[src/rtl/errcap_pkg.sv]
package errcap_pkg;
   // Status word layout. Software decodes these positions.
   localparam int unsigned BIT_EN   = 0;
   localparam int unsigned BIT_PEND = 8;
   localparam int unsigned BIT_SRC  = 9;
   localparam int unsigned BIT_REXP = 10;
   localparam int unsigned LSB_CMD  = 24;
   localparam int unsigned LSB_BE   = 28;

   // Word indices on the slave port (byte offset / 4).
   localparam int unsigned WORD_STAT = 0;
   localparam int unsigned WORD_ADDR = 1;
   localparam int unsigned WORD_DATA = 2;

   typedef struct packed {
      logic en;
      logic pend;
      logic src;
      logic rexp;
   } flags_t;
endpackage

[src/rtl/errcap_hold.sv]
module errcap_hold #(
   parameter int unsigned W = 32
) (
   input  logic         clk,
   input  logic         rst_n,
   input  logic         cap,
   input  logic [W-1:0] din,
   output logic [W-1:0] q
);
   always_ff @(posedge clk or negedge rst_n) begin
      if (!rst_n)   q <= '0;
      else if (cap) q <= din;
   end

   // contents only move on a capture granted by the status logic
   a_r8_hold_stable: assert property (@(posedge clk) disable iff (!rst_n)
      !cap |=> $stable(q));
endmodule

[src/rtl/errcap_status.sv]
module errcap_status
   import errcap_pkg::*;
#(
   parameter int unsigned BE_W         = 4,
   parameter int unsigned CMD_W        = 4,
   parameter int unsigned BUS_W        = 32,
   parameter bit          EN_RESET     = 1'b1,
   parameter bit          RTY_NEEDS_EN = 1'b0
) (
   input  logic             clk,
   input  logic             rst_n,
   input  logic             err_stb,
   input  logic             err_src,
   input  logic [BE_W-1:0]  err_be,
   input  logic [CMD_W-1:0] err_cmd,
   input  logic             rty_stb,
   input  logic             en_wr,
   input  logic             en_val,
   input  logic             clr_pend,
   input  logic             clr_rexp,
   output logic             cap,
   output logic [BUS_W-1:0] status_word
);
   flags_t           fl_q;
   logic [BE_W-1:0]  be_q;
   logic [CMD_W-1:0] cmd_q;
   logic             rty_set;

   // A clear arriving with a strobe frees the registers for that strobe.
   assign cap = err_stb & fl_q.en & (~fl_q.pend | clr_pend);

   generate
      if (RTY_NEEDS_EN) begin : g_rty_gated
         assign rty_set = rty_stb & fl_q.en;
      end else begin : g_rty_free
         assign rty_set = rty_stb;
      end
   endgenerate

   always_ff @(posedge clk or negedge rst_n) begin
      if (!rst_n) begin
         fl_q.en   <= EN_RESET;
         fl_q.pend <= 1'b0;
         fl_q.src  <= 1'b0;
         fl_q.rexp <= 1'b0;
         be_q      <= '0;
         cmd_q     <= '0;
      end else begin
         if (en_wr) fl_q.en <= en_val;
         if (cap) begin
            fl_q.pend <= 1'b1;
            fl_q.src  <= err_src;
            be_q      <= err_be;
            cmd_q     <= err_cmd;
         end else if (clr_pend) begin
            fl_q.pend <= 1'b0;
         end
         if (rty_set)       fl_q.rexp <= 1'b1;
         else if (clr_rexp) fl_q.rexp <= 1'b0;
      end
   end

   always_comb begin
      status_word                           = '0;
      status_word[BIT_EN]                   = fl_q.en;
      status_word[BIT_PEND]                 = fl_q.pend;
      status_word[BIT_SRC]                  = fl_q.src;
      status_word[BIT_REXP]                 = fl_q.rexp;
      status_word[LSB_CMD +: CMD_W]         = cmd_q;
      status_word[LSB_BE +: BE_W]           = be_q;
   end

   // a granted capture always leaves pending set
   a_r2_cap_sets_pend: assert property (@(posedge clk) disable iff (!rst_n)
      cap |=> status_word[BIT_PEND]);
   // a clear without a competing capture drops pending
   a_r4_clear_pend: assert property (@(posedge clk) disable iff (!rst_n)
      (clr_pend && !cap) |=> !status_word[BIT_PEND]);
   // a retry strobe wins over a same-cycle clear
   a_r5_rty_sets: assert property (@(posedge clk) disable iff (!rst_n)
      rty_set |=> status_word[BIT_REXP]);
   // no new error can be recorded while capture is disabled
   a_r7_disabled_quiet: assert property (@(posedge clk) disable iff (!rst_n)
      !fl_q.en |=> !$rose(status_word[BIT_PEND]));
endmodule

[src/rtl/errcap_regif.sv]
module errcap_regif
   import errcap_pkg::*;
#(
   parameter int unsigned BUS_W = 32,
   parameter int unsigned OFS_W = 4
) (
   input  logic               clk,
   input  logic               rst_n,
   input  logic               s_req,
   input  logic               s_we,
   input  logic [OFS_W-1:0]   s_ofs,
   input  logic [BUS_W/8-1:0] s_be,
   input  logic [BUS_W-1:0]   s_wdata,
   input  logic [BUS_W-1:0]   status_word,
   input  logic [BUS_W-1:0]   addr_word,
   input  logic [BUS_W-1:0]   data_word,
   output logic               en_wr,
   output logic               en_val,
   output logic               clr_pend,
   output logic               clr_rexp,
   output logic               s_ack,
   output logic [BUS_W-1:0]   s_rdata
);
   localparam int unsigned WIDX_W = OFS_W - 2;

   logic [WIDX_W-1:0] widx;
   logic              hit_stat;
   logic [BUS_W-1:0]  rd_mux;
   logic              unused_bits;

   assign widx     = s_ofs[OFS_W-1:2];
   assign hit_stat = s_req & s_we & (widx == WIDX_W'(WORD_STAT));
   assign en_wr    = hit_stat & s_be[0];
   assign en_val   = s_wdata[BIT_EN];
   assign clr_pend = hit_stat & s_be[1] & s_wdata[BIT_PEND];
   assign clr_rexp = hit_stat & s_be[1] & s_wdata[BIT_REXP];

   assign unused_bits = ^{s_ofs[1:0], s_be[BUS_W/8-1:2],
                          s_wdata[BUS_W-1:BIT_REXP+1], s_wdata[BIT_SRC],
                          s_wdata[BIT_PEND-1:BIT_EN+1]};

   always_comb begin
      case (widx)
         WIDX_W'(WORD_STAT): rd_mux = status_word;
         WIDX_W'(WORD_ADDR): rd_mux = addr_word;
         WIDX_W'(WORD_DATA): rd_mux = data_word;
         default:            rd_mux = '0;
      endcase
   end

   always_ff @(posedge clk or negedge rst_n) begin
      if (!rst_n) begin
         s_ack   <= 1'b0;
         s_rdata <= '0;
      end else begin
         s_ack   <= s_req;
         s_rdata <= (s_req && !s_we) ? rd_mux : '0;
      end
   end

   // exactly one acknowledge per request cycle
   a_r10_ack_follows: assert property (@(posedge clk) disable iff (!rst_n)
      s_req |=> s_ack);
   a_r10_no_spurious_ack: assert property (@(posedge clk) disable iff (!rst_n)
      !s_req |=> !s_ack);
   // reads of unmapped word slots return zero
   a_r9_unmapped_zero: assert property (@(posedge clk) disable iff (!rst_n)
      (s_req && !s_we && widx > WIDX_W'(WORD_DATA)) |=> (s_rdata == '0));
endmodule

[src/rtl/errcap_bank.sv]
module errcap_bank
   import errcap_pkg::*;
#(
   parameter int unsigned BUS_W        = 32,
   parameter int unsigned BE_W         = 4,
   parameter int unsigned CMD_W        = 4,
   parameter int unsigned OFS_W        = 4,
   parameter bit          EN_RESET     = 1'b1,
   parameter bit          RTY_NEEDS_EN = 1'b0
) (
   input  logic               clk,
   input  logic               rst_n,
   input  logic               err_stb,
   input  logic               err_src,
   input  logic [BUS_W-1:0]   err_addr,
   input  logic [BUS_W-1:0]   err_data,
   input  logic [BE_W-1:0]    err_be,
   input  logic [CMD_W-1:0]   err_cmd,
   input  logic               rty_stb,
   input  logic               s_req,
   input  logic               s_we,
   input  logic [OFS_W-1:0]   s_ofs,
   input  logic [BUS_W/8-1:0] s_be,
   input  logic [BUS_W-1:0]   s_wdata,
   output logic               s_ack,
   output logic [BUS_W-1:0]   s_rdata,
   output logic               err_pending,
   output logic               rty_expired
);
   // Elaboration checks: the packed status layout is fixed.
   generate
      if (BUS_W != 32)        begin : g_chk_bus $error("errcap_bank: BUS_W must be 32"); end
      if (BE_W != BUS_W / 8)  begin : g_chk_be  $error("errcap_bank: BE_W must be BUS_W/8"); end
      if (CMD_W != 4)         begin : g_chk_cmd $error("errcap_bank: CMD_W must be 4"); end
      if (OFS_W < 4)          begin : g_chk_ofs $error("errcap_bank: OFS_W must be at least 4"); end
   endgenerate

   logic             cap;
   logic             en_wr, en_val, clr_pend, clr_rexp;
   logic [BUS_W-1:0] status_word, addr_word, data_word;

   errcap_status #(
      .BE_W(BE_W), .CMD_W(CMD_W), .BUS_W(BUS_W),
      .EN_RESET(EN_RESET), .RTY_NEEDS_EN(RTY_NEEDS_EN)
   ) u_status (
      .clk(clk), .rst_n(rst_n),
      .err_stb(err_stb), .err_src(err_src), .err_be(err_be), .err_cmd(err_cmd),
      .rty_stb(rty_stb),
      .en_wr(en_wr), .en_val(en_val), .clr_pend(clr_pend), .clr_rexp(clr_rexp),
      .cap(cap), .status_word(status_word)
   );

   errcap_hold #(.W(BUS_W)) u_hold_addr (
      .clk(clk), .rst_n(rst_n), .cap(cap), .din(err_addr), .q(addr_word)
   );

   errcap_hold #(.W(BUS_W)) u_hold_data (
      .clk(clk), .rst_n(rst_n), .cap(cap), .din(err_data), .q(data_word)
   );

   errcap_regif #(.BUS_W(BUS_W), .OFS_W(OFS_W)) u_regif (
      .clk(clk), .rst_n(rst_n),
      .s_req(s_req), .s_we(s_we), .s_ofs(s_ofs), .s_be(s_be), .s_wdata(s_wdata),
      .status_word(status_word), .addr_word(addr_word), .data_word(data_word),
      .en_wr(en_wr), .en_val(en_val), .clr_pend(clr_pend), .clr_rexp(clr_rexp),
      .s_ack(s_ack), .s_rdata(s_rdata)
   );

   assign err_pending = status_word[BIT_PEND];
   assign rty_expired = status_word[BIT_REXP];

   // the level output rises only on the edge after an error strobe
   a_r3_pend_rise_after_stb: assert property (@(posedge clk) disable iff (!rst_n)
      $rose(err_pending) |-> $past(err_stb));
endmodule

[config.mk]
export PLATFORM = sky130hd
export DESIGN_NAME = errcap_bank
export DESIGN_NICKNAME = d
export VERILOG_FILES = /design/src/rtl/errcap_pkg.sv /design/src/rtl/errcap_hold.sv /design/src/rtl/errcap_status.sv /design/src/rtl/errcap_regif.sv /design/src/rtl/errcap_bank.sv
export SDC_FILE = /design/constraint.sdc
export NUM_CORES = 1
export LEC_CHECK = 0
export ABC_AREA = 1
export BUFFER_PORTS_ARGS = -buffer_cell sky130_fd_sc_hd__clkbuf_2
export CAP_MARGIN = 20
export CORE_MARGIN = 10
export CORE_UTILIZATION = 50
export DETAILED_ROUTE_END_ITERATION = 10
export PLACE_DENSITY = 0.9
export SYNTH_ARGS = -nofsm -noshare
export SYNTH_HDL_FRONTEND = slang
export SYNTH_SLANG_ARGS = --single-unit
[constraint.sdc]
create_clock -name clk -period 1.9 [get_ports clk]
set_input_delay 0.38 -clock clk [delete_from_list [all_inputs] [get_ports clk]]
set_output_delay 0.38 -clock clk [all_outputs]
set_load 0.005 [all_outputs]
# --- Word-level counts from Yosys, hierarchy flattened ---
# Cells that the tools add are included.
totals:
  output_inout_bits: 35
  reg_bits: 109
  input_bits: 119
  wordCells: 33
op_classes:
  n_mux: 6
  reduce_logical: 5
  eq_ne: 2
  n_bitwise: 10
op_table:
  columns: ["cell", "count"]
  rows:
  - ["case mux 32 bit (3 select lines)", 1]
  - ["two-way mux 32 bit", 1]
  - ["AND 1 bit", 8]
  - ["two-way mux 1 bit", 4]
  - ["nonzero test 2 bit", 2]
  - ["equality test 2 x 1 -> 1 bit (second input constant)", 1]
  - ["equality test 2 bit (second input constant)", 1]
  - ["logical NOT 2 bit", 1]
  - ["logical AND 1 bit", 1]
  - ["logical NOT 1 bit", 1]
  - ["inverter 1 bit", 1]
  - ["bitwise OR 1 bit", 1]

# --- Depth between registers and ports, before layout ---
# Gate-level depths: netlist of the first run.
depth:
  ltp_word: 7
  ltp_mapped: 8
  depth_no_buf: 7

# --- Cells and area by module ---
# From an unflattened synthesis of the first run, not the netlist that was laid out.
hier_totals:
  hier_cells: 604
  hier_area_um2: 5123.7
modules_own_cells:
  columns: ["mod", "area_each_um2", "cells_per_inst", "seq_area_each_um2", "instances"]
  rows:
  - ["errcap_hold", 1292.5, 136, 800.8, 2]
  - ["errcap_regif", 1894.3, 259, 825.8, 1]
  - ["errcap_status", 644.4, 73, 301.5, 1]

# --- Worst setup path before layout of the first run ---
# Ideal clock, no wire load.
synth_path:
  kind: "reg-to-reg"
  start: "reg u_status.fl_q, in the netlist u_status.status_word[0]"
  end: "reg u_hold_addr.q[0]"
  setup_slack_ns: 0.586
  setup_ns: 0.066
  path_buffers: 2
  t_required_ns: 1.834
  path_stages_with_launch: 7
  period_less_slack_ns: 1.314
  t_arrival_ns: 1.248
  path_cell_list: "dfstp_2 -> nand2_1 -> inv_1 -> buf_2 -> buf_1 -> nand3_1 -> nand2_1"
synth_between:
  elab_chain_len: 2
synth_lines:
  columns: ["element", "line_no", "rtl"]
  rows:
  - ["start, declared", "errcap_status.sv:24", "flags_t fl_q;"]
  - ["AND 1 bit (2 in a row)", "errcap_status.sv:30", "assign cap = err_stb & fl_q.en & (~fl_q.pend | clr_pend);"]
  - ["end signal, assigned", "errcap_hold.sv:12", "else if (cap) q <= din;"]
  - ["end, declared", "errcap_hold.sv:8", "output logic [W-1:0] q"]
# Every way passes these cells.
# A chain may end at the register's enable or synchronous reset.

# --- Final worst setup path of the first run ---
layout_path:
  start: "reg u_status.fl_q, in the netlist u_status.status_word[0]"
  end: "reg u_hold_data.q[24]"
layout_between:
  elab_chain_len: 2
layout_lines:
  columns: ["element", "line_no"]
  rows:
  - ["AND 1 bit (2 in a row)", "errcap_status.sv:30"]
  - ["end signal, assigned", "errcap_hold.sv:12"]
  - ["end, declared", "errcap_hold.sv:8"]
# Every way passes these cells.

==> impl_results.html, run 1 <==
<table>
<tr><th>Metric</th><th>Value</th></tr>
<tr><th colspan="2">Status</th></tr>
<tr><td>Run status</td><td>complete, no violations</td></tr>
<tr><th colspan="2">Yosys</th></tr>
<tr><td>Proportion of synthesized area in mux cells</td><td>0%</td></tr>
<tr><td>Most common cell in the synthesized netlist</td><td>nand2_1</td></tr>
<tr><td>Share of the synthesized area in the top cell type</td><td>60.49%</td></tr>
<tr><td>Mapped cell area</td><td>4468 sq um</td></tr>
<tr><td>Synthesized flop and latch total</td><td>between 100 and 150</td></tr>
<tr><td>Count of flip-flops with a built-in enable after synthesis</td><td>0</td></tr>
<tr><td>Synthesized netlist cell count</td><td>515</td></tr>
<tr><td>Fraction of registers with async set or reset after synthesis</td><td>100.0%</td></tr>
<tr><td>Portion of the post-synthesis area used by sequential elements</td><td>61.08%</td></tr>
<tr><td>Top cells by area, synth</td><td>dfrtp_1 60%, nand2_1 20%, nand3_1 9.6%</td></tr>
<tr><td>Net Count, Synth</td><td>approximately 630</td></tr>
<tr><td>Most frequent cells after synthesis</td><td>238 x nand2_1, 108 x dfrtp_1, 86 x nand3_1</td></tr>
<tr><td>Dominant combinational cell family by area after synthesis</td><td>simple AND/OR/NAND/NOR gates</td></tr>
<tr><td>Number of library cell types mapped by synthesis</td><td>17</td></tr>
<tr><td>Yosys warning count</td><td>0</td></tr>
<tr><td>Syn Area/Cell</td><td>8.676 sq um</td></tr>
<tr><td>Compound-cell area share of the yosys netlist</td><td>2.520%</td></tr>
<tr><td>Arithmetic-cell share of the synthesized area counting full adders, half adders and majority gates</td><td>0%</td></tr>
<tr><td>Top_reg_cell synth</td><td>dfrtp_1</td></tr>
<tr><td>Share of the synthesized netlist area taken by xor and xnor gates</td><td>0%</td></tr>
<tr><td>Largest area contributor in the netlist</td><td>dfrtp_1</td></tr>
<tr><td>Fraction of the mapped netlist area in simple logic gates</td><td>30.69%</td></tr>
<tr><th colspan="2">Final layout</th></tr>
<tr><td>Area occupied by multi-input gates</td><td>1489 sq um</td></tr>
<tr><td>Layout Nets</td><td>about 750</td></tr>
<tr><td>Filler Cells Inserted</td><td>745</td></tr>
<tr><td>Sequential cell area</td><td>about 2700 sq um</td></tr>
<tr><td>Post-layout instance count excluding filler cells</td><td>about 740</td></tr>
<tr><td>Ratio of cells with drive above 1 in the final layout</td><td>25.04%</td></tr>
<tr><td>Number of diodes</td><td>0</td></tr>
<tr><td>Area growth from synthesis to final layout</td><td>19.99%</td></tr>
<tr><td>Post-route standard cell area excluding fillers</td><td>5361 sq um</td></tr>
<tr><th colspan="2">Global routing</th></tr>
<tr><td>Total global routing track utilization</td><td>18.11%</td></tr>
<tr><td>First-pass GRT wire length</td><td>~19,000 um</td></tr>
<tr><td>Overflow after GRT</td><td>0</td></tr>
<tr><td>Number of global-route vias before repair</td><td>around 3,900</td></tr>
<tr><td>Number of antenna violations at the first check in global routing</td><td>0</td></tr>
<tr><td>Pin count of the biggest net entering global routing</td><td>40</td></tr>
<tr><th colspan="2">Critical path</th></tr>
<tr><td>Slowest stage cell on the critical path</td><td>dfstp_2</td></tr>
<tr><td>Required time of the critical path</td><td>2.15 ns</td></tr>
<tr><td>Worst setup path class</td><td>reg -&gt; reg</td></tr>
<tr><td>RR Startpoint</td><td>u_status.status_word[0]</td></tr>
<tr><td>Max FO, Critical Path</td><td>38</td></tr>
<tr><td>Internal reg-to-reg setup slack</td><td>roughly 0.3 ns</td></tr>
<tr><td>Chain of cells forming the critical path</td><td>nand2_1 &gt; inv_2 &gt; nand2_2 &gt; buf_4 &gt; nand2_1 &gt; nand2_1</td></tr>
<tr><td>Capture instance of the worst register-to-register path</td><td>u_hold_data.q[24]</td></tr>
<tr><td>Data arrival time at the worst-slack endpoint</td><td>1.84 ns</td></tr>
<tr><td>Critical path launch point type</td><td>register</td></tr>
<tr><td>Setup crit end kind</td><td>register</td></tr>
<tr><td>CP dominant cell by count</td><td>nand2_1</td></tr>
<tr><td>Worst-case reg-to-reg path depth</td><td>6</td></tr>
<tr><td>Critical path's top delay family</td><td>flip-flops</td></tr>
<tr><td>Bufs and invs on worst path</td><td>2</td></tr>
<tr><td>Slowest Stage Delay on Critical Path</td><td>0.57 ns</td></tr>
<tr><th colspan="2">Floorplanning</th></tr>
<tr><td>Placeable core area</td><td>8721 sq um</td></tr>
<tr><td>Die extent in y</td><td>114.5 um</td></tr>
<tr><td>Count of pins on the block boundary</td><td>~150</td></tr>
<tr><td>Die width</td><td>114.5 um</td></tr>
<tr><td>Die footprint</td><td>between 10,000 and 15,000 sq um</td></tr>
<tr><td>Placement row count</td><td>34</td></tr>
<tr><td>Effective utilization at floorplan</td><td>about half</td></tr>
<tr><th colspan="2">Hold path</th></tr>
<tr><td>Type of the worst min-delay path</td><td>in -&gt; reg</td></tr>
<tr><td>Hold path startpoint</td><td>s_req</td></tr>
<tr><td>Worst Hold Path Cells</td><td>1</td></tr>
<tr><td>Hold-critical path endpoint</td><td>u_regif.s_ack</td></tr>
<tr><th colspan="2">Flow run</th></tr>
<tr><td>Max cap viols</td><td>0</td></tr>
<tr><th colspan="2">Place</th></tr>
<tr><td>Half-perimeter wire length after placement</td><td>8395 um</td></tr>
<tr><td>Area post-placement</td><td>5172 sq um</td></tr>
<tr><td>Routability congestion estimate from global placement</td><td>0.8241</td></tr>
<tr><td>Placed cells</td><td>~730</td></tr>
<tr><td>Count of buffers inserted at the top-level ports</td><td>120</td></tr>
<tr><th colspan="2">Detailed routing</th></tr>
<tr><td>Routed Antenna Nets</td><td>0</td></tr>
<tr><td>Via count</td><td>between 3,000 and 4,000</td></tr>
<tr><td>Via/cell ratio</td><td>5.121</td></tr>
<tr><td>Number of violations reported at the end of detailed-routing iteration 0</td><td>~360</td></tr>
<tr><td>Average wire per standard cell</td><td>around 16 um</td></tr>
<tr><td>Number of remaining DRC errors</td><td>0</td></tr>
<tr><td>Final routed wirelength across all metal layers</td><td>11,530 um</td></tr>
<tr><td>Detailed Routing Iterations Pass 1</td><td>5</td></tr>
<tr><th colspan="2">CTS</th></tr>
<tr><td>Num CTS Buffers</td><td>9</td></tr>
<tr><td># H-tree levels</td><td>3</td></tr>
<tr><td>Deepest clock path buffer count</td><td>2</td></tr>
<tr><td>Buffer cell driving the clock tree root</td><td>clkbuf_8</td></tr>
<tr><td>Sinks on the clock net</td><td>109</td></tr>
<tr><td>CTS clk-pin slew, worst paths</td><td>0.10 ns</td></tr>
<tr><td>CTS tree</td><td>done</td></tr>
<tr><td>Number of setup buffers added after CTS</td><td>0</td></tr>
<tr><td>Worst-skew pair later-pin latency</td><td>roughly 0.36 ns</td></tr>
<tr><th colspan="2">Pwr</th></tr>
<tr><td>Total power divided by cell area</td><td>1140 nW/um^2</td></tr>
<tr><td>Highest ir drop seen on vdd</td><td>491.2 uV</td></tr>
<tr><td>Pleak</td><td>3.045 nW</td></tr>
<tr><th colspan="2">Timing</th></tr>
<tr><td>Final setup skew</td><td>0.007258 ns</td></tr>
<tr><td>Fmax</td><td>0.6285 GHz</td></tr>
<tr><td>Final Max Slew Viols</td><td>0</td></tr>
<tr><td>Actual slew at the worst max-slew pin</td><td>0.7165 ns</td></tr>
<tr><td>Headroom to the max-slew limit</td><td>between 50% and 60%</td></tr>
<tr><td>Unrepaired setup endpoints after global routing</td><td>false</td></tr>
<tr><td>Final count of hold timing violations</td><td>0</td></tr>
<tr><td>Setup violators final</td><td>0</td></tr>
<tr><td>Tmin final</td><td>1.591 ns</td></tr>
<tr><td>Fraction of the cycle the final worst path needs</td><td>83.74%</td></tr>
<tr><td>Sum Neg Setup Slack</td><td>0 ns</td></tr>
</table>
## flip-flops by register name (all words and copies together), names as in the netlist
| signal | flops |
|---|---|
| u_hold_data.q | 32 |
| u_hold_addr.q | 32 |
| u_regif.s_ack | 1 |
| u_status.cmd_q | 4 |
| u_status.status_word | 4 |
| u_regif.s_rdata | 32 |
| u_status.be_q | 4 |
## final cells by class
| type | instances | share of cell area (%) |
|---|---|---|
| clock buffers | 9 | 2.310 |
| clock inverters | 7 | 1.027 |
| inverters | 19 | 1.330 |
| multi-input cells | 354 | 27.77 |
| flip-flops and latches | 109 | 50.90 |
| well taps | 108 | 2.520 |
| repair buffers | 137 | 14.14 |
## routing by layer
metal | wire, um | GRT usage [%] | vias to the layer above
met4 | 269 | 7.018 | 0
li1 | - | - | 1849
met5 | 0 | 0 | -
met3 | 954 | 5.294 | 24
met2 | 5761 | 29.63 | 158
met1 | 4547 | 21.98 | 1774
## cell usage in the layout, fill, tap and decap left out, types with 3 or more instances in the layout
master	instances
clkbuf_8	9
clkbuf_2	119
a21oi_1	20
inv_6	3
inv_1	18
dfrtp_1	108
nand3_1	86
nand2_1	238
buf_4	15
## timing repair
action,in CTS,in global routing
endpoints found under the hold margin,33,0
hold buffers,1,0
gates resized for setup,0,0
## cell families (layout without fill, tap and decap cells)
kind of cell,count (synthesis),in the layout
AND/OR/NAND/NOR,332,332
AO/OA/AOI/OAI,22,22
flip-flops,109,109
buffers and inverters,52,172
## worst max-delay path by stage
stage                                  from                 to  slack [ns]  depth (start not counted)
floorplan           u_status.status_word[0]   u_hold_addr.q[0]        0.59                          6
global route        u_status.status_word[0]  u_status.cmd_q[0]        0.18                          6
detailed placement                    s_req  u_hold_addr.q[31]        0.34                          8
CTS                 u_status.status_word[0]  u_hold_data.q[24]        0.33                          6
finish              u_status.status_word[0]  u_hold_data.q[24]        0.31                          6
global placement                      s_req  u_hold_addr.q[31]        0.38                          8
## per-stage QoR
| stage | worst slack [ns] | power [mW] | hold WS [ns] | utilization (%) |
|---|---|---|---|---|
| final | 0.3090 | 6.111 | 0.1811 | 61.48 |
| after detailed placement | 0.3405 | 4.878 | 0.3762 | 59.31 |
| after floorplan | 0.5861 | 4.358 | 0.08441 | - |
| after global routing | 0.1795 | 6.569 | 0.1623 | 61.48 |
| after global placement | 0.3803 | 4.744 | 0.3672 | 59.31 |
| after CTS | 0.3269 | 6.175 | 0.1622 | 61.48 |
## power by group
part / internal (mW) / total, mW / leakage, nW / switching, mW
clock network: 0.496 / 1.29 / 0.0923 / 0.796
logic: 0.519 / 1.29 / 1.55 / 0.767
registers: 3.11 / 3.53 / 1.41 / 0.422
total: 4.13 / 6.11 / 3.04 / 1.98
Power figures use the tool's default switching activity.
==> inputs of run 2 (changes only) <==
Settings changed: CORE_UTILIZATION 50 to 45, PLACE_DENSITY 0.9 to 0.86.
Clock period 1.9 ns to 1.35 ns, I/O delays scaled along.
==> run 2 against run 1 <==
Hold slack got worse by 0.11 ns. Utilization decreased by 3.9 points. Highest routed layer unchanged. Die area increased by 9.1%. Cell area increased by 4.5%. Sequential power increased by 41%. Largest power group unchanged. Final cell count increased by 4.3%. Combinational power increased by 47%. Sequential share of layout area decreased by 2.2 points.
==> impl_results.html, run 2 (synthesized netlist as in run 1, its figures left out) <==
<table>
<tr><th>Metric</th><th>Value</th></tr>
<tr><th colspan="2">Timing</th></tr>
<tr><td>Final Max Slew Viols</td><td>0 (unchanged)</td></tr>
<tr><td>Final setup skew</td><td>0.008036 ns (was 0.007258 ns)</td></tr>
<tr><td>Sum Neg Setup Slack</td><td>0 ns (unchanged)</td></tr>
<tr><td>Setup violators final</td><td>0 (unchanged)</td></tr>
<tr><td>Unrepaired setup endpoints after global routing</td><td>false (unchanged)</td></tr>
<tr><td>Fraction of the cycle the final worst path needs</td><td>96.60% (was 83.74%)</td></tr>
<tr><td>Headroom to the max-slew limit</td><td>78.24% (was 52.18%)</td></tr>
<tr><td>Final count of hold timing violations</td><td>0 (unchanged)</td></tr>
<tr><td>Fmax</td><td>0.7668 GHz (was 0.6285 GHz)</td></tr>
<tr><td>Actual slew at the worst max-slew pin</td><td>0.3264 ns (was 0.7165 ns)</td></tr>
<tr><td>Final hold slack</td><td>0.07144 ns (was 0.1811 ns)</td></tr>
<tr><td>Tmin final</td><td>1.304 ns (was 1.591 ns)</td></tr>
<tr><th colspan="2">Critical path</th></tr>
<tr><td>Critical path launch point type</td><td>register (unchanged)</td></tr>
<tr><td>Data arrival time at the worst-slack endpoint</td><td>1.57 ns (was 1.84 ns)</td></tr>
<tr><td>Worst setup path class</td><td>reg -&gt; reg (unchanged)</td></tr>
<tr><td>Setup crit end kind</td><td>register (unchanged)</td></tr>
<tr><td>Max FO, Critical Path</td><td>18 (was 38)</td></tr>
<tr><td>Internal reg-to-reg setup slack</td><td>0.05 ns (was 0.31 ns)</td></tr>
<tr><td>RR Startpoint</td><td>u_status.status_word[0] (unchanged)</td></tr>
<tr><td>Required time of the critical path</td><td>1.62 ns (was 2.15 ns)</td></tr>
<tr><td>Timing endpoint of the critical path</td><td>u_status.be_q[0] (was u_hold_data.q[24])</td></tr>
<tr><td>Critical path startpoint</td><td>u_status.status_word[0] (unchanged)</td></tr>
<tr><td>Capture instance of the worst register-to-register path</td><td>u_status.be_q[0] (was u_hold_data.q[24])</td></tr>
<tr><td>Worst-case reg-to-reg path depth</td><td>6 (unchanged)</td></tr>
<tr><th colspan="2">Hold path</th></tr>
<tr><td>Type of the worst min-delay path</td><td>in -&gt; reg (unchanged)</td></tr>
<tr><th colspan="2">Floorplanning</th></tr>
<tr><td>Placeable core area</td><td>9729 sq um (was 8721 sq um)</td></tr>
<tr><td>Count of pins on the block boundary</td><td>154 (unchanged)</td></tr>
<tr><td>Die extent in y</td><td>119.6 um (was 114.5 um)</td></tr>
<tr><td>Die width</td><td>119.6 um (was 114.5 um)</td></tr>
<tr><td>Effective utilization at floorplan</td><td>45.92% (was 51.23%)</td></tr>
<tr><td>Placement row count</td><td>36 (was 34)</td></tr>
<tr><td>Die footprint</td><td>14,310 sq um (was 13,120 sq um)</td></tr>
<tr><th colspan="2">CTS</th></tr>
<tr><td>Buffer cell driving the clock tree root</td><td>clkbuf_8 (unchanged)</td></tr>
<tr><td>CTS clk-pin slew, worst paths</td><td>0.10 ns (about the same)</td></tr>
<tr><td>Sinks on the clock net</td><td>109 (unchanged)</td></tr>
<tr><td>Deepest clock path buffer count</td><td>2 (unchanged)</td></tr>
<tr><td>Num CTS Buffers</td><td>9 (unchanged)</td></tr>
<tr><td>Number of setup buffers added after CTS</td><td>0 (unchanged)</td></tr>
<tr><td># H-tree levels</td><td>3 (unchanged)</td></tr>
<tr><td>Worst-skew pair later-pin latency</td><td>0.37 ns (was 0.36 ns)</td></tr>
<tr><td>CTS tree</td><td>done (unchanged)</td></tr>
<tr><th colspan="2">Global routing</th></tr>
<tr><td>Total global routing track utilization</td><td>16.58% (was 18.11%)</td></tr>
<tr><td>Pin count of the biggest net entering global routing</td><td>62 (was 40)</td></tr>
<tr><td>First-pass GRT wire length</td><td>19,460 um (was 19,110 um)</td></tr>
<tr><td>Overflow after GRT</td><td>0 (unchanged)</td></tr>
<tr><td>Number of antenna violations at the first check in global routing</td><td>0 (unchanged)</td></tr>
<tr><td>Number of global-route vias before repair</td><td>3,876 (was 3,878)</td></tr>
<tr><th colspan="2">Final layout</th></tr>
<tr><td>Ratio of cells with drive above 1 in the final layout</td><td>26.01% (was 25.04%)</td></tr>
<tr><td>Most frequent cells in the layout</td><td>237 x nand2_1, 119 x clkbuf_2, 108 x dfrtp_1 (was 238 x nand2_1, 119 x clkbuf_2, 108 x dfrtp_1)</td></tr>
<tr><td>Area growth from synthesis to final layout</td><td>25.40% (was 19.99%)</td></tr>
<tr><td>Largest registers</td><td>u_hold_addr.q (32), u_hold_data.q (32), u_regif.s_rdata (32) (unchanged)</td></tr>
<tr><td>Most common cell after layout, fill and taps aside</td><td>nand2_1 (unchanged)</td></tr>
<tr><td>Post-layout instance count excluding filler cells</td><td>775 (was 743)</td></tr>
<tr><td>Filler Cells Inserted</td><td>890 (was 745)</td></tr>
<tr><td>Post-route standard cell area excluding fillers</td><td>5603 sq um (was 5361 sq um)</td></tr>
<tr><td>Layout Nets</td><td>756 (was 749)</td></tr>
<tr><td>Number of diodes</td><td>0 (unchanged)</td></tr>
<tr><th colspan="2">Pwr</th></tr>
<tr><td>Switching power of the nets</td><td>2.834 mW (was 1.984 mW)</td></tr>
<tr><td>Clock network fraction of total power</td><td>24.1% (was 21.1%)</td></tr>
<tr><td>Pleak</td><td>3.133 nW (was 3.045 nW)</td></tr>
<tr><td>Sequential share of power</td><td>55.0% (was 57.8%)</td></tr>
<tr><td>Pint</td><td>6.217 mW (was 4.127 mW)</td></tr>
<tr><td>Switching share of power</td><td>31.31% (was 32.47%)</td></tr>
<tr><td>Combinational power share</td><td>20.9% (was 21.0%)</td></tr>
<tr><td>Highest ir drop seen on vdd</td><td>564.0 uV (was 491.2 uV)</td></tr>
<tr><td>Total power divided by cell area</td><td>1615 nW/um^2 (was 1140 nW/um^2)</td></tr>
<tr><td>Total power after layout</td><td>9.051 mW (was 6.111 mW)</td></tr>
<tr><th colspan="2">Place</th></tr>
<tr><td>Routability congestion estimate from global placement</td><td>0.8291 (was 0.8241)</td></tr>
<tr><td>Half-perimeter wire length after placement</td><td>8440 um (was 8395 um)</td></tr>
<tr><td>Count of buffers inserted at the top-level ports</td><td>120 (unchanged)</td></tr>
<tr><td>Area post-placement</td><td>5284 sq um (was 5172 sq um)</td></tr>
<tr><td>Placed cells</td><td>755 (was 726)</td></tr>
<tr><th colspan="2">Detailed routing</th></tr>
<tr><td>Via/cell ratio</td><td>4.954 (was 5.121)</td></tr>
<tr><td>Wire length the detailed router placed on met1</td><td>4927 um (was 4547 um)</td></tr>
<tr><td>Highest metal used</td><td>met4 (unchanged)</td></tr>
<tr><td>Average wire per standard cell</td><td>15.71 um (was 15.52 um)</td></tr>
<tr><td>Number of violations reported at the end of detailed-routing iteration 0</td><td>343 (was 357)</td></tr>
<tr><td>Final routed wirelength across all metal layers</td><td>12,170 um (was 11,530 um)</td></tr>
<tr><td>Wire length on met2</td><td>6071 um (was 5761 um)</td></tr>
<tr><td>Number of remaining DRC errors</td><td>0 (unchanged)</td></tr>
<tr><td>Detailed Routing Iterations Pass 1</td><td>4 (was 5)</td></tr>
<tr><td>Via count</td><td>3,839 (was 3,805)</td></tr>
<tr><td>DR WL met3</td><td>854 um (was 954 um)</td></tr>
<tr><td>Routed Antenna Nets</td><td>0 (unchanged)</td></tr>
<tr><th colspan="2">Flow run</th></tr>
<tr><td>Max cap viols</td><td>0 (unchanged)</td></tr>
<tr><th colspan="2">Status</th></tr>
<tr><td>Run status</td><td>complete, no violations (unchanged)</td></tr>
</table>
-- run 2: cell count changes in the layout (fill, tap and decap cells not counted), sizes merged --
cell,before,now
clkinvlp,1,2
inv,23,20
bufinv,0,2
clkbuf,128,130
buf,17,22
-- run 2: final cells by class --
cell class                 instances  area, sq um  area share, %
sequential                       109         2729          48.70
multi-input combinational        354         1505          26.86
timing repair buffer             144        907.1          16.19
tap                              133        166.4          2.970
clock buffer                       9        123.9          2.211
clock inverter                     7        97.59          1.742
inverter                          19        73.82          1.318
-- run 2: power by group through the flow --
stage | sequential (mW) | clock [mW] | combinational [mW]
floorplan | 4.88 | 0 | 1.25
global placement | 4.96 | 0 | 1.77
detailed placement | 5.03 | 0 | 1.88
CTS | 4.97 | 2.23 | 1.89
global route | 5.10 | 2.36 | 2.22
finish | 4.98 | 2.18 | 1.89
-- run 2: how the worst min path moves through the flow --
stage / start / slack, ns / end / depth (start not counted)
after CTS: rty_stb / 0.06 / u_status.status_word[10] / 2
after global routing: rty_stb / 0.05 / u_status.status_word[10] / 2
after detailed placement: rst_n / 0.09 / u_regif.s_rdata[10] / 1
final: rty_stb / 0.07 / u_status.status_word[10] / 2
after global placement: rst_n / 0.09 / u_regif.s_rdata[10] / 1
after floorplan: rst_n / -0.03 / u_hold_addr.q[0] / 0
-- run 2: layer usage --
| metal | track usage, % | vias up |
|---|---|---|
| li1 | - | 1870 |
| met5 | 0 | - |
| met3 | 4.735 | 26 |
| met4 | 6.787 | 0 |
| met1 | 20.00 | 1814 |
| met2 | 27.37 | 129 |
-- run 2: repair_timing --
item	in CTS	in global routing
resized for setup	0	6
setup endpoints to repair	0	41
endpoints found under the hold margin	108	0
hold buffers	1	0
-- run 2: critical path: stages (launching register included) --
cell,delay (ns)
dfstp_2,0.57
nand2_2,0.08
inv_4,0.12
nand2_8,0.10
clkbuf_16,0.20
nand2_1,0.07
nand2_1,0.06
-- run 2: stage by stage --
stage,utilization (%),setup WS [ns]
final,57.59,0.04585
after global routing,57.59,0.01055
after CTS,56.69,0.04379
after detailed placement,54.31,-0.006795
after global placement,54.31,0.03281
after floorplan,-,0.03606
==> inputs of run 3 (changes only) <==
Settings changed: ABC_AREA 1 to unset.
==> run 3 against run 2 <==
The flow now finishes with violations (setup timing). Sequential power is 2% higher. Hold slack improved by 0.025 ns. Cell area fell by 1.1%. First-iteration DRC count fell by 66%. Clock skew decreased by 0.0027 ns. Register-to-register slack got worse by 0.37 ns. Routed wire length shrank 15%. Non-clock buffer count is 3 lower.
==> impl_results.html, run 3 <==
<table>
<tr><th>Metric</th><th>Value</th></tr>
<tr><th colspan="2">Status</th></tr>
<tr><td>Run status</td><td>finished, violations left (was complete, no violations)</td></tr>
<tr><td>Violations in the final reports</td><td>setup timing</td></tr>
<tr><th colspan="2">Detailed routing</th></tr>
<tr><td>Detailed Routing Iterations Pass 1</td><td>5 (was 4)</td></tr>
<tr><td>Via count</td><td>2,856 (was 3,839)</td></tr>
<tr><td>Average wire per standard cell</td><td>18.25 um (was 15.71 um)</td></tr>
<tr><td>Via/cell ratio</td><td>5.019 (was 4.954)</td></tr>
<tr><td>Final routed wirelength across all metal layers</td><td>10,380 um (was 12,170 um)</td></tr>
<tr><td>Routed Antenna Nets</td><td>0 (unchanged)</td></tr>
<tr><td>Number of remaining DRC errors</td><td>0 (unchanged)</td></tr>
<tr><td>Number of violations reported at the end of detailed-routing iteration 0</td><td>115 (was 343)</td></tr>
<tr><th colspan="2">Floorplanning</th></tr>
<tr><td>Die width</td><td>117.9 um (was 119.6 um)</td></tr>
<tr><td>Count of pins on the block boundary</td><td>154 (unchanged)</td></tr>
<tr><td>Placeable core area</td><td>9284 sq um (was 9729 sq um)</td></tr>
<tr><td>Die extent in y</td><td>117.9 um (was 119.6 um)</td></tr>
<tr><td>Placement row count</td><td>35 (was 36)</td></tr>
<tr><td>Effective utilization at floorplan</td><td>46.48% (was 45.92%)</td></tr>
<tr><td>Die footprint</td><td>13,910 sq um (was 14,310 sq um)</td></tr>
<tr><th colspan="2">Pwr</th></tr>
<tr><td>Total power after layout</td><td>9.387 mW (was 9.051 mW)</td></tr>
<tr><td>Switching share of power</td><td>25.30% (was 31.31%)</td></tr>
<tr><td>Total power divided by cell area</td><td>1694 nW/um^2 (was 1615 nW/um^2)</td></tr>
<tr><td>Pleak</td><td>2.716 nW (was 3.133 nW)</td></tr>
<tr><td>Clock network fraction of total power</td><td>22.0% (was 24.1%)</td></tr>
<tr><td>Sequential share of power</td><td>54.2% (was 55.0%)</td></tr>
<tr><td>Combinational power share</td><td>23.8% (was 20.9%)</td></tr>
<tr><td>Pint</td><td>7.013 mW (was 6.217 mW)</td></tr>
<tr><td>Switching power of the nets</td><td>2.375 mW (was 2.834 mW)</td></tr>
<tr><td>Highest ir drop seen on vdd</td><td>996.0 uV (was 564.0 uV)</td></tr>
<tr><th colspan="2">Global routing</th></tr>
<tr><td>First-pass GRT wire length</td><td>16,690 um (was 19,460 um)</td></tr>
<tr><td>Number of antenna violations at the first check in global routing</td><td>0 (unchanged)</td></tr>
<tr><td>Pin count of the biggest net entering global routing</td><td>33 (was 62)</td></tr>
<tr><td>Overflow after GRT</td><td>0 (unchanged)</td></tr>
<tr><td>Number of global-route vias before repair</td><td>3,153 (was 3,876)</td></tr>
<tr><td>Total global routing track utilization</td><td>14.84% (was 16.58%)</td></tr>
<tr><th colspan="2">CTS</th></tr>
<tr><td>Buffer cell driving the clock tree root</td><td>clkbuf_8 (unchanged)</td></tr>
<tr><td>Num CTS Buffers</td><td>9 (unchanged)</td></tr>
<tr><td>Deepest clock path buffer count</td><td>2 (unchanged)</td></tr>
<tr><td>Worst-skew pair later-pin latency</td><td>0.35 ns (was 0.37 ns)</td></tr>
<tr><td>CTS tree</td><td>done (unchanged)</td></tr>
<tr><td>Sinks on the clock net</td><td>109 (unchanged)</td></tr>
<tr><td>CTS clk-pin slew, worst paths</td><td>0.10 ns (about the same)</td></tr>
<tr><td># H-tree levels</td><td>3 (unchanged)</td></tr>
<tr><th colspan="2">Final layout</th></tr>
<tr><td>Number of diodes</td><td>0 (unchanged)</td></tr>
<tr><td>Largest registers</td><td>u_hold_addr.q (32), u_hold_data.q (32), u_regif.s_rdata (32) (unchanged)</td></tr>
<tr><td>Filler Cells Inserted</td><td>783 (was 890)</td></tr>
<tr><td>Area growth from synthesis to final layout</td><td>28.44% (was 25.40%)</td></tr>
<tr><td>Most frequent cells in the layout</td><td>119 x clkbuf_2, 108 x dfrtp_1, 34 x mux2_2 (was 237 x nand2_1, 119 x clkbuf_2, 108 x dfrtp_1)</td></tr>
<tr><td>Layout Nets</td><td>554 (was 756)</td></tr>
<tr><td>Most common cell after layout, fill and taps aside</td><td>clkbuf_2 (was nand2_1)</td></tr>
<tr><td>Post-layout instance count excluding filler cells</td><td>569 (was 775)</td></tr>
<tr><td>Ratio of cells with drive above 1 in the final layout</td><td>54.77% (was 26.01%)</td></tr>
<tr><th colspan="2">Yosys</th></tr>
<tr><td>Share of the synthesized area in the top cell type</td><td>62.63% (was 60.49%)</td></tr>
<tr><td>Most frequent cells after synthesis</td><td>108 x dfrtp_1, 64 x mux2_2, 20 x a22oi_1, 20 x nor2_1, 14 x nand2_1 (was 238 x nand2_1, 108 x dfrtp_1, 86 x nand3_1)</td></tr>
<tr><td>Top cells by area, synth</td><td>dfrtp_1 63%, mux2_2 17%, a22oi_1 3.5% (was dfrtp_1 60%, nand2_1 20%, nand3_1 9.6%)</td></tr>
<tr><td>Net Count, Synth</td><td>421 (was 634)</td></tr>
<tr><td>Yosys warning count</td><td>0 (unchanged)</td></tr>
<tr><td>Largest area contributor in the netlist</td><td>dfrtp_1 (unchanged)</td></tr>
<tr><td>Dominant combinational cell family by area after synthesis</td><td>multiplexers (was simple AND/OR/NAND/NOR gates)</td></tr>
<tr><td>Most common cell in the synthesized netlist</td><td>dfrtp_1 (was nand2_1)</td></tr>
<tr><td>Compound-cell area share of the yosys netlist</td><td>5.886% (was 2.520%)</td></tr>
<tr><td>Mapped cell area</td><td>4315 sq um (was 4468 sq um)</td></tr>
<tr><td>Share of the synthesized netlist area taken by xor and xnor gates</td><td>0% (unchanged)</td></tr>
<tr><td>Synthesized flop and latch total</td><td>109 (unchanged)</td></tr>
<tr><td>Fraction of the mapped netlist area in simple logic gates</td><td>5.857% (was 30.69%)</td></tr>
<tr><td>Top_reg_cell synth</td><td>dfrtp_1 (unchanged)</td></tr>
<tr><td>Proportion of synthesized area in mux cells</td><td>22.09% (was 0%)</td></tr>
<tr><td>Syn Area/Cell</td><td>14.29 sq um (was 8.676 sq um)</td></tr>
<tr><td>Fraction of registers with async set or reset after synthesis</td><td>100.0% (unchanged)</td></tr>
<tr><td>Portion of the post-synthesis area used by sequential elements</td><td>63.24% (was 61.08%)</td></tr>
<tr><td>Synthesized netlist cell count</td><td>302 (was 515)</td></tr>
<tr><td>Arithmetic-cell share of the synthesized area counting full adders, half adders and majority gates</td><td>0% (unchanged)</td></tr>
<tr><td>Count of flip-flops with a built-in enable after synthesis</td><td>0 (unchanged)</td></tr>
<tr><td>Number of library cell types mapped by synthesis</td><td>21 (was 17)</td></tr>
<tr><th colspan="2">Place</th></tr>
<tr><td>Post-place setup slack</td><td>-0.3089 ns (was -0.006795 ns)</td></tr>
<tr><td>Routability congestion estimate from global placement</td><td>0.7731 (was 0.8291)</td></tr>
<tr><td>Placed cells</td><td>551 (was 755)</td></tr>
<tr><td>Half-perimeter wire length after placement</td><td>7589 um (was 8440 um)</td></tr>
<tr><td>Count of buffers inserted at the top-level ports</td><td>120 (unchanged)</td></tr>
<tr><th colspan="2">Hold path</th></tr>
<tr><td>Hold path startpoint</td><td>rty_stb (unchanged)</td></tr>
<tr><td>Hold-critical path endpoint</td><td>u_status.status_word[10] (unchanged)</td></tr>
<tr><td>Worst Hold Path Cells</td><td>2 (unchanged)</td></tr>
<tr><td>Type of the worst min-delay path</td><td>in -&gt; reg (unchanged)</td></tr>
<tr><th colspan="2">Timing</th></tr>
<tr><td>Final count of hold timing violations</td><td>0 (unchanged)</td></tr>
<tr><td>Unrepaired setup endpoints after global routing</td><td>true (was false)</td></tr>
<tr><td>Final Max Slew Viols</td><td>0 (unchanged)</td></tr>
<tr><td>Setup violators final</td><td>73 (was 0)</td></tr>
<tr><td>Fraction of the cycle the final worst path needs</td><td>123.9% (was 96.60%)</td></tr>
<tr><td>Actual slew at the worst max-slew pin</td><td>0.3916 ns (was 0.3264 ns)</td></tr>
<tr><td>Headroom to the max-slew limit</td><td>73.89% (was 78.24%)</td></tr>
<tr><td>Sum Neg Setup Slack</td><td>-21.24 ns (was 0 ns)</td></tr>
<tr><td>Least setup slack across all paths after layout</td><td>-0.3220 ns (was 0.04585 ns)</td></tr>
<tr><td>Final setup skew</td><td>0.005347 ns (was 0.008036 ns)</td></tr>
<tr><td>Fmax</td><td>0.5981 GHz (was 0.7668 GHz)</td></tr>
<tr><td>Tmin final</td><td>1.672 ns (was 1.304 ns)</td></tr>
<tr><th colspan="2">Critical path</th></tr>
<tr><td>Capture instance of the worst register-to-register path</td><td>u_hold_addr.q[23] (was u_status.be_q[0])</td></tr>
<tr><td>Slowest stage cell on the critical path</td><td>dfstp_2 (unchanged)</td></tr>
<tr><td>Critical path launch point type</td><td>register (unchanged)</td></tr>
<tr><td>Data arrival time at the worst-slack endpoint</td><td>1.91 ns (was 1.57 ns)</td></tr>
<tr><td>Worst setup path class</td><td>reg -&gt; reg (unchanged)</td></tr>
<tr><td>Bufs and invs on worst path</td><td>1 (was 2)</td></tr>
<tr><td>RR Startpoint</td><td>u_status.status_word[0] (unchanged)</td></tr>
<tr><td>Chain of cells forming the critical path</td><td>and4_4 &gt; o2bb2ai_4 &gt; buf_12 &gt; mux2_2 (was nand2_2 &gt; inv_4 &gt; nand2_8 &gt; clkbuf_16 &gt; nand2_1 &gt; nand2_1)</td></tr>
<tr><td>Worst-case reg-to-reg path depth</td><td>4 (was 6)</td></tr>
<tr><td>Critical path's top delay family</td><td>flip-flops (unchanged)</td></tr>
<tr><td>Max FO, Critical Path</td><td>21 (was 18)</td></tr>
<tr><td>Setup crit end kind</td><td>register (unchanged)</td></tr>
<tr><td>Required time of the critical path</td><td>1.59 ns (was 1.62 ns)</td></tr>
<tr><td>Slowest Stage Delay on Critical Path</td><td>0.56 ns (was 0.57 ns)</td></tr>
<tr><td>Internal reg-to-reg setup slack</td><td>-0.32 ns (was 0.05 ns)</td></tr>
<tr><th colspan="2">Flow run</th></tr>
<tr><td>Max cap viols</td><td>0 (unchanged)</td></tr>
</table>
run 3: repair_timing:
item                                    4_1_cts  5_1_grt
hold buffers                                  1        0
resized for setup                            15       10
pin swaps                                     0        0
endpoints found under the setup margin       74       74
gates cloned                                  0        0
buffers inserted                              1        0
endpoints found under the hold margin        23        0
run 3: worst max path at each step:
stage	start	endpoint	cells past startpoint	slack (ns)
after floorplan	u_status.status_word[0]	u_hold_addr.q[0]	4	-0.23
after global placement	u_status.status_word[0]	u_hold_addr.q[15]	4	-0.27
after detailed placement	u_status.status_word[0]	u_hold_addr.q[15]	4	-0.31
after CTS	u_status.status_word[0]	u_hold_addr.q[28]	4	-0.32
after global routing	u_status.status_word[0]	u_hold_data.q[6]	4	-0.37
final	u_status.status_word[0]	u_hold_addr.q[23]	4	-0.32
run 3: power by group through the flow:
stage	Combinational [mW]	Clock (mW)	Sequential, mW
2_1_floorplan	1.47	0	4.96
3_3_place_gp	1.92	0	5.05
3_5_place_dp	2.03	0	5.15
4_1_cts	2.18	2.14	5.09
5_1_grt	2.46	2.28	5.24
6_report	2.24	2.06	5.09
run 3: final cells by class:
class / instances / area, sq um / area share, %
tap: 129 / 161.4 / 2.912
multi-input combinational: 174 / 1592 / 28.71
clock buffer: 12 / 165.2 / 2.980
sequential: 109 / 2729 / 49.23
timing repair buffer: 141 / 842.1 / 15.19
clock inverter: 4 / 53.80 / 0.9707
run 3: logic make-up (layout without fill, tap and decap cells):
family,after synthesis,in the layout
simple gates,53,53
flops,109,109
buf+inv,19,157
mux,86,86
compound gates,35,35
run 3: worst reg2reg max path, cell delays in order (launching register included):
cell and delay [ns]:
dfstp_2 0.56, and4_4 0.23, o2bb2ai_4 0.19, buf_12 0.23, mux2_2 0.36
run 3: layer usage:
layer / vias to the layer above / wire, um / GRT usage [%]
met5: - / 0 / 0
met4: 0 / 143 / 4.714
met3: 9 / 683 / 4.988
met2: 83 / 5291 / 25.38
met1: 1440 / 4265 / 17.06
li1: 1324 / - / -
run 3: per-stage QoR:
| step | area, sq um | hold WS, ns | utilization (%) |
|---|---|---|---|
| final | 5543 | 0.09654 | 59.70 |
| after floorplan | 4358 | -0.02559 | - |
| after global routing | 5543 | 0.07940 | 59.70 |
| after global placement | 5213 | 0.2112 | 56.15 |
| after CTS | 5505 | 0.07729 | 59.30 |
| after detailed placement | 5213 | 0.2217 | 56.15 |
